`src/rtl/pto_pkg.sv`:
```
package pto_pkg;
    typedef enum logic [1:0] {
        ACT_HIZ  = 2'b00,
        ACT_HIGH = 2'b01,
        ACT_LOW  = 2'b10,
        ACT_PASS = 2'b11
    } act_e;

    typedef enum logic [1:0] {
        COND_OFF     = 2'b00,
        COND_HI_LOW  = 2'b01,
        COND_HI_HIGH = 2'b10,
        COND_LO_LOW  = 2'b11
    } cond_e;

    typedef enum logic {
        TRIP_CLEAR = 1'b0,
        TRIP_HELD  = 1'b1
    } trip_st_e;

    localparam int NUM_EVT = 4;
    localparam int NUM_OUT = 2;
endpackage

```
`src/rtl/pto_dc_event.sv`:
```
module pto_dc_event
    import pto_pkg::*;
(
    input  logic       clk,
    input  logic       rst_n,
    input  logic       hi_src,
    input  logic       lo_src,
    input  logic [1:0] cond,
    input  logic       use_async,
    output logic       evt
);
    logic raw;
    logic raw_q;

    always_comb begin
        unique case (cond_e'(cond))
            COND_OFF:     raw = 1'b0;
            COND_HI_LOW:  raw = ~hi_src;
            COND_HI_HIGH: raw = hi_src;
            COND_LO_LOW:  raw = ~lo_src;
        endcase
    end

    always_ff @(posedge clk or negedge rst_n) begin
        if (!rst_n) raw_q <= 1'b0;
        else        raw_q <= raw;
    end

    assign evt = use_async ? raw : raw_q;
endmodule

```
`src/rtl/pto_trip_latch.sv`:
```
module pto_trip_latch
    import pto_pkg::*;
#(
    parameter bit RELEASE_ON_ZERO = 1'b0
) (
    input  logic clk,
    input  logic rst_n,
    input  logic src,
    input  logic release_pulse,
    output logic held,
    output logic active
);
    trip_st_e state, state_nx;

    always_ff @(posedge clk or negedge rst_n) begin
        if (!rst_n) state <= TRIP_CLEAR;
        else        state <= state_nx;
    end

    always_comb begin
        state_nx = state;
        unique case (state)
            TRIP_CLEAR: if (src) state_nx = TRIP_HELD;
            TRIP_HELD:  if (release_pulse && !src) state_nx = TRIP_CLEAR;
        endcase
    end

    always_comb begin
        held   = (state == TRIP_HELD);
        active = held | src;
    end
endmodule

```
`src/rtl/pto_out_resolve.sv`:
```
module pto_out_resolve
    import pto_pkg::*;
(
    input  logic       pwm_in,
    input  logic       trip_act,
    input  logic       evt1,
    input  logic       evt2,
    input  logic [1:0] act_tz,
    input  logic [1:0] act_e1,
    input  logic [1:0] act_e2,
    output logic       pin,
    output logic       oe
);
    act_e sel;

    always_comb begin
        sel = ACT_PASS;
        if (evt2 && act_e_t(act_e2) != ACT_PASS) sel = act_e_t(act_e2);
        if (evt1 && act_e_t(act_e1) != ACT_PASS) sel = act_e_t(act_e1);
        if (trip_act && act_e_t(act_tz) != ACT_PASS) sel = act_e_t(act_tz);
    end

    function automatic act_e act_e_t(input logic [1:0] v);
        return act_e'(v);
    endfunction

    always_comb begin
        unique case (sel)
            ACT_HIZ:  begin pin = 1'b0;   oe = 1'b0; end
            ACT_HIGH: begin pin = 1'b1;   oe = 1'b1; end
            ACT_LOW:  begin pin = 1'b0;   oe = 1'b1; end
            ACT_PASS: begin pin = pwm_in; oe = 1'b1; end
        endcase
    end
endmodule

```
`src/rtl/pwm_trip_override.sv`:
```
module pwm_trip_override
    import pto_pkg::*;
#(
    parameter int NTZ  = 2,
    parameter int NCMP = 2,
    localparam int NSRC = NTZ + NCMP,
    localparam int SELW = (NSRC > 1) ? $clog2(NSRC) : 1
) (
    input  logic            clk,
    input  logic            rst_n,
    input  logic            pwm_a_in,
    input  logic            pwm_b_in,
    input  logic [NTZ-1:0]  tz_in,
    input  logic [NCMP-1:0] cmp_in,
    input  logic            cnt_zero,
    input  logic            osht_clr,
    input  logic            flag_clr,
    input  logic [SELW-1:0] dca_hi_sel,
    input  logic [SELW-1:0] dca_lo_sel,
    input  logic [SELW-1:0] dcb_hi_sel,
    input  logic [SELW-1:0] dcb_lo_sel,
    input  logic [7:0]      evt_cond,
    input  logic [3:0]      evt_async,
    input  logic [NTZ-1:0]  tz_ost_en,
    input  logic [NTZ-1:0]  tz_cbc_en,
    input  logic [1:0]      e1_ost_en,
    input  logic [1:0]      e2_cbc_en,
    input  logic [1:0]      act_tz_a,
    input  logic [1:0]      act_e1_a,
    input  logic [1:0]      act_e2_a,
    input  logic [1:0]      act_tz_b,
    input  logic [1:0]      act_e1_b,
    input  logic [1:0]      act_e2_b,
    output logic            pwm_a_out,
    output logic            pwm_a_oe,
    output logic            pwm_b_out,
    output logic            pwm_b_oe,
    output logic            trip_ost,
    output logic            trip_cbc,
    output logic            flg_ost,
    output logic            flg_cbc,
    output logic [3:0]      flg_evt
);
    logic [NSRC-1:0]    src_vec;
    logic [NUM_OUT-1:0] grp_hi, grp_lo;
    logic [NUM_EVT-1:0] evt_v;
    logic               ost_src, cbc_src, ost_act, cbc_act, trip_any;

    assign src_vec   = {cmp_in, tz_in};
    assign grp_hi[0] = src_vec[dca_hi_sel];
    assign grp_lo[0] = src_vec[dca_lo_sel];
    assign grp_hi[1] = src_vec[dcb_hi_sel];
    assign grp_lo[1] = src_vec[dcb_lo_sel];

    for (genvar k = 0; k < NUM_EVT; k++) begin : g_evt
        pto_dc_event u_evt (
            .clk       (clk),
            .rst_n     (rst_n),
            .hi_src    (grp_hi[k/2]),
            .lo_src    (grp_lo[k/2]),
            .cond      (evt_cond[2*k +: 2]),
            .use_async (evt_async[k]),
            .evt       (evt_v[k])
        );
    end

    assign ost_src = (|(tz_in & tz_ost_en)) | (evt_v[0] & e1_ost_en[0])
                   | (evt_v[2] & e1_ost_en[1]);
    assign cbc_src = (|(tz_in & tz_cbc_en)) | (evt_v[1] & e2_cbc_en[0])
                   | (evt_v[3] & e2_cbc_en[1]);

    pto_trip_latch #(.RELEASE_ON_ZERO(1'b0)) u_ost (
        .clk(clk), .rst_n(rst_n), .src(ost_src), .release_pulse(osht_clr),
        .held(trip_ost), .active(ost_act)
    );

    pto_trip_latch #(.RELEASE_ON_ZERO(1'b1)) u_cbc (
        .clk(clk), .rst_n(rst_n), .src(cbc_src), .release_pulse(cnt_zero),
        .held(trip_cbc), .active(cbc_act)
    );

    assign trip_any = ost_act | cbc_act;

    logic [NUM_OUT-1:0] pwm_in_v, pin_v, oe_v;
    logic [1:0]         a_tz [NUM_OUT];
    logic [1:0]         a_e1 [NUM_OUT];
    logic [1:0]         a_e2 [NUM_OUT];

    assign pwm_in_v = {pwm_b_in, pwm_a_in};
    assign a_tz[0] = act_tz_a; assign a_e1[0] = act_e1_a; assign a_e2[0] = act_e2_a;
    assign a_tz[1] = act_tz_b; assign a_e1[1] = act_e1_b; assign a_e2[1] = act_e2_b;

    for (genvar c = 0; c < NUM_OUT; c++) begin : g_out
        pto_out_resolve u_res (
            .pwm_in   (pwm_in_v[c]),
            .trip_act (trip_any),
            .evt1     (evt_v[2*c]),
            .evt2     (evt_v[2*c+1]),
            .act_tz   (a_tz[c]),
            .act_e1   (a_e1[c]),
            .act_e2   (a_e2[c]),
            .pin      (pin_v[c]),
            .oe       (oe_v[c])
        );
    end

    assign pwm_a_out = pin_v[0];
    assign pwm_a_oe  = oe_v[0];
    assign pwm_b_out = pin_v[1];
    assign pwm_b_oe  = oe_v[1];

    always_ff @(posedge clk or negedge rst_n) begin
        if (!rst_n) begin
            flg_ost <= 1'b0;
            flg_cbc <= 1'b0;
            flg_evt <= '0;
        end else if (flag_clr) begin
            flg_ost <= ost_src;
            flg_cbc <= cbc_src;
            flg_evt <= evt_v;
        end else begin
            flg_ost <= flg_ost | ost_src;
            flg_cbc <= flg_cbc | cbc_src;
            flg_evt <= flg_evt | evt_v;
        end
    end
endmodule

```
`config.mk`:
```
export PLATFORM = sky130hd
export DESIGN_NAME = pwm_trip_override
export DESIGN_NICKNAME = d
export VERILOG_FILES = /design/src/rtl/pto_pkg.sv /design/src/rtl/pto_dc_event.sv /design/src/rtl/pto_trip_latch.sv /design/src/rtl/pto_out_resolve.sv /design/src/rtl/pwm_trip_override.sv
export SDC_FILE = /design/constraint.sdc
export NUM_CORES = 1
export LEC_CHECK = 0
export BUFFER_PORTS_ARGS = -buffer_cell sky130_fd_sc_hd__clkbuf_2
export CORE_MARGIN = 5
export CORE_UTILIZATION = 44
export CTS_BUF_LIST = sky130_fd_sc_hd__clkbuf_4 sky130_fd_sc_hd__clkbuf_8 sky130_fd_sc_hd__clkbuf_16
export DETAILED_ROUTE_END_ITERATION = 16
export PLACE_DENSITY = 0.84
export SYNTH_ARGS = -nofsm -noshare
export SYNTH_HDL_FRONTEND = slang
export SYNTH_SLANG_ARGS = --single-unit
```
`constraint.sdc`:
```
create_clock -name clk -period 4.5 [get_ports clk]
set_input_delay 0.675 -clock clk [delete_from_list [all_inputs] [get_ports clk]]
set_output_delay 0.675 -clock clk [all_outputs]
set_load 0.005 [all_outputs]
```
==> impl_metrics.yaml, run 1 <==
outcome:
  status: "finished, final reports clean"
layout:
  final_common_cell: "clkbuf_2"
  final_util: 0.652
  layout-drive-gt1-share: 0.509
  seq_area_um2: 300
  n_fill_cell: 175
  final_cell_mix: "62 x clkbuf_2, 15 x inv_1, 12 x dfrtp_1, 9 x o21ai_0, 5 x nor2_1"
  nNetsFinal: 212
  n_antenna_cell: 0
  multi_input_area_um2: 582
  layoutNonFillerInstCount: 186
  synthToLayoutAreaGrowth_pct: 39.1
synthesis:
  yosysWarnings: 0
  synth-main-ff-cell: "dfrtp_1"
  synth_edf_count: 0
  synth_cell_types: 35
  synthesis.instances: 94
  seq_area_frac_synth: 0.320
  async_reset_ff_frac: 1.00
  synth_seq_cells: 12
  syn_area_um2: 938
  synth_nets: 145
  syn_area_per_cell_um2: 9.98
die:
  core-area_mm2: 0.00200
  die_y_um: 56.2
  rows: 16
  dieArea_mm2: 0.00316
  die-width_um: 56.2
  start_util: 0.469
  pin_count: 63
setup_path:
  worstPathMaxFanout: 6
  worstPathRequired_ns: 3.83
  cp-end-kind: "output port"
  worstPathArrival_ns: 2.73
  crit_path_start_kind: "primary input"
  criticalPathCategory: "primary input to output port"
sta:
  fmax_mhz: 294
  fin_crit_sh: 0.757
  finalHoldViolCount: 0
  period_minus_slack_ns: 3.41
  fin_skew_ns: 0.00751
  worst_slew_pin_slew_ns: 0.477
  rsz0062_at_grt: "false"
  tns_ns: 0
  relSlewSlack: 0.679
  finalSetupViolCount: 0
  finalMaxSlewViolations: 0
clock_tree:
  tritoncts: "built"
  cts.repair.resized: 0
  clkSinkCount: 12
  insertion_delay_ns: 0.28
  cts_buffer_depth: 2
  cts-root-buf: "clkbuf_4"
  clkTransAtPathRegs_ns: 0.08
  hold_buffers: 0
  post-cts-setup-buffers: 0
  htreeDepth: 1
  cts_buffers: 3
pwr:
  vdd_drop_max_uv: 117
  p_per_area_mw_per_mm2: 243
  p_leak_nw: 0.673
place:
  portBuffers: 62
  placed_cells: 183
  dp_hpwl_um: 2450
  globalplace.congestion: 0.831
job:
  drv_cap: 0
routing:
  totalWireLength_um: 2810
  first_pass_iters: 4
  routedWlPerCell_um: 15.1
  viasPerCell: 5.54
  ant_nets: 0
  via_count: 1030
  route.detailed.drc: 0
  drt_iter0_markers: 30
global_routing:
  grt_max_degree: 13
  antenna_found_initial: 0
  track_usage: 0.196
  grt_pass1_wl_um: 4910
  grt_pass1_vias: 1151
  gr-total-overflow: 0
hold_path:
  min_path_type: "primary input to async pin"
## power by group
group | switching, mW | internal [mW] | total, mW
registers | 0.00690 | 0.121 | 0.128
clock network | 0.0374 | 0.0310 | 0.0684
logic | 0.0602 | 0.0602 | 0.120
## synth_stat cells, types with 2 or more instances
cell        n  area, um^2
inv_1      15        56.3
dfrtp_1    12         300
o21ai_0     9        45.0
nor2_1      5        18.8
a22oi_1     4        30.0
mux4_2      4        90.1
a21o_1      3        22.5
a21oi_1     3        15.0
nand2_1     3        11.3
nor3_1      3        15.0
o22a_1      3        26.3
a2bb2oi_1   2        17.5
a2bb2oi_2   2        30.0
and2_1      2        12.5
and3_1      2        12.5
nor4_1      2        12.5
o31a_1      2        17.5
## routing by layer
metal	vias up	global-route usage	share of wire
met1	474	0.208	0.36
met2	58	0.361	0.51
met3	5	0.0580	0.12
met4	0	0.0712	0.015
met5	-	0	0
li1	493	-	-
## path summary, 6_finish.rpt
path / from / endpoint / slack (ns) / depth (start not counted)
hold / removal: rst_n / flg_evt[3] / 0.27 / 1
min in group clk: flg_evt[3] / flg_evt[3] / 0.53 / 2
hold reg to reg: flg_evt[3] / flg_evt[3] / 0.53 / 2
setup / recovery: tz_in[0] / pwm_a_out / 1.09 / 8
max in group asynchronous: rst_n / u_cbc.held / 3.99 / 1
setup reg to reg: g_evt[2].u_evt.raw_q / u_ost.held / 3.19 / 4
## critical path, stage by stage
cell and delay [ns]:
clkbuf_2 0.12, mux4_2 0.50, mux2i_2 0.33, nor4_2 0.10, a2111oi_4 0.45, and2_1 0.25
a2bb2oi_2 0.16, clkbuf_2 0.13
## sequential cells by signal, indices dropped and copies added, names as in the netlist
signal / flops
u_cbc.held: 1
u_ost.held: 1
g_evt.u_evt.raw_q: 4
flg_evt: 4
flg_ost: 1
flg_cbc: 1
## final cells by class
cell class	instances	area share
Clock buffer	3	0.0173
Inverter	15	0.0431
Multi-Input combinational cell	67	0.446
Sequential cell	12	0.230
Tap cell	27	0.0259
Timing Repair Buffer	62	0.238
## cell families after synthesis
logic type | count (synthesis) | share of synthesized area
flip-flops | 12 | 0.320
multiplexers | 8 | 0.157
AO/OA/AOI/OAI | 38 | 0.343
buffers and inverters | 15 | 0.0600
AND/OR/NAND/NOR | 21 | 0.120
## per-stage QoR
stage	total power [mW]	hold slack, ns	setup slack (ns)	cell area [um^2]
after floorplan	0.194	0.379	1.53	938
after global placement	0.245	0.510	1.23	1280
after detailed placement	0.251	0.518	1.11	1280
after CTS	0.318	0.277	1.10	1310
after global routing	0.337	0.289	0.988	1310
final	0.317	0.268	1.09	1310
Note: power is estimated with default switching activity, not from simulation.
==> run 2, diff against run 1 <==
- CORE_UTILIZATION: 44 -> 37
- PLACE_DENSITY: 0.84 -> 0.75
- clock period: 4.5 -> 2.9 ns (I/O delays scaled with it)
==> impl_metrics.yaml, run 2 (same netlist as run 1, synthesis figures left out) <==
setup_path:
  crit_start: "dca_hi_sel[0]"
  crit_path_start_kind: "primary input"
  cp_slowest_stage_delay_ns: 0.57
  criticalPathCategory: "primary input to output port"
  worstPathMaxFanout: 5
  crit_slowest_cell: "mux4_2"
  crit_top_cell: "clkbuf_2"
  cp-end-kind: "output port"
  reg2reg_from: "g_evt[2].u_evt.raw_q"
  path_cells: "clkbuf_2 -> mux4_2 -> mux2i_4 -> nor4_4 -> a2111oi_4 -> and2_1 -> a2bb2oi_2 -> clkbuf_2"
  worstPathArrival_ns: 2.38
  worstPathRequired_ns: 2.47
layout:
  largestRegisters: "flg_evt: 4 flops, g_evt.u_evt.raw_q: 4 flops"
  final_cell_mix: "62 x clkbuf_2, 15 x inv_1, 12 x dfrtp_1, 9 x o21ai_0, 5 x nor2_1"
  final_util: 0.556
  seq_area_um2: 300
  layoutNonFillerInstCount: 192
  n_antenna_cell: 0
  n_fill_cell: 231
  final_common_cell: "clkbuf_2"
  nNetsFinal: 214
  multi_input_area_um2: 608
  layout-drive-gt1-share: 0.519
  synthToLayoutAreaGrowth_pct: 45.3
sta:
  worst_slew_pin_slew_ns: 0.492
  fin_crit_sh: 0.972
  fin_skew_ns: 0.00932
  relSlewSlack: 0.668
  finalHoldViolCount: 0
  period_minus_slack_ns: 2.82
  fmax_mhz: 355
  finalSetupViolCount: 0
  finalMaxSlewViolations: 0
die:
  start_util: 0.382
  core-area_mm2: 0.00245
  pin_count: 63
  die_y_um: 60.4
  rows: 18
  dieArea_mm2: 0.00364
  die-width_um: 60.4
clock_tree:
  cts-root-buf: "clkbuf_4"
  clkSinkCount: 12
  insertion_delay_ns: 0.28
  cts_buffer_depth: 2
  htreeDepth: 1
  cts_buffers: 3
  clkTransAtPathRegs_ns: 0.09
  hold_buffers: 0
  tritoncts: "built"
pwr:
  p_total_mw: 0.539
  p_per_area_mw_per_mm2: 395
  vdd_drop_max_uv: 290
  p_leak_nw: 0.695
place:
  dp_hpwl_um: 2580
  globalplace.congestion: 0.824
  placed_cells: 187
  portBuffers: 62
global_routing:
  grt_pass1_vias: 1097
  antenna_found_initial: 0
  grt_max_degree: 13
  grt_pass1_wl_um: 4620
  track_usage: 0.173
  gr-total-overflow: 0
routing:
  first_pass_iters: 4
  drt_iter0_markers: 22
  ant_nets: 0
  route.detailed.drc: 0
  via_count: 1042
  viasPerCell: 5.43
  totalWireLength_um: 3040
  routedWlPerCell_um: 15.8
outcome:
  status: "finished, final reports clean"
hold_path:
  min_path_type: "primary input to async pin"
job:
  drv_cap: 0
## run 2: cell types whose count changed in the layout (fill, tap and decap cells not counted), sizes merged
cell / before / now
buf: 0 / 2
clkbuf: 65 / 66
## run 2: layout make-up
| cell class | instances | area share |
|---|---|---|
| flip-flops and latches | 12 | 0.220 |
| clock buffers | 4 | 0.0266 |
| repair buffers | 64 | 0.239 |
| multi-input cells | 67 | 0.446 |
| inverters | 15 | 0.0413 |
| well taps | 30 | 0.0275 |
## run 2: worst max-delay path, delay by kind of cell
kind / cells / cell delay [ns]
and+or+nand+nor: 2 / 0.30
muxes: 2 / 0.83
AOI/OAI and AO/OA: 2 / 0.57
buffers and inverters: 2 / 0.24
## run 2: through the flow
step                      worst slack, ns  hold WS (ns)  instance area [um^2]  TNS [ns]
after floorplan                     0.414         0.139                   938         0
after global placement              0.101         0.337                  1290         0
after detailed placement           0.0204         0.348                  1290         0
after CTS                          0.0146        0.0384                  1330         0
after global routing              -0.0243        0.0517                  1360   -0.0457
final                              0.0817        0.0256                  1360         0
## run 2: routing by layer
| metal | track usage | up-vias | routed length (um) |
|---|---|---|---|
| li1 | - | 499 | - |
| met4 | 0.0728 | 0 | 110 |
| met1 | 0.191 | 482 | 1090 |
| met5 | 0 | - | 0 |
| met2 | 0.306 | 51 | 1590 |
| met3 | 0.0532 | 10 | 253 |
## run 2: what timing repair did
action,4_1_cts,5_1_grt
gates resized for setup,0,3
setup buffers,0,1
setup endpoints to repair,0,4
## run 2: worst paths after layout
kind	to	slack, ns	depth (start not counted)
setup / recovery	pwm_a_out	0.08	8
hold / removal	g_evt[0].u_evt.raw_q	0.03	1
setup reg to reg	u_ost.held	1.65	4
hold reg to reg	flg_evt[3]	0.53	2
max in group asynchronous	flg_evt[2]	2.63	1
min in group clk	u_cbc.held	0.38	2
## run 2: report_power, final
group	internal (mW)	total, mW	switching, mW
clock	0.0764	0.140	0.0635
combinational	0.101	0.201	0.0997
sequential	0.188	0.198	0.0103
total	0.365	0.539	0.174
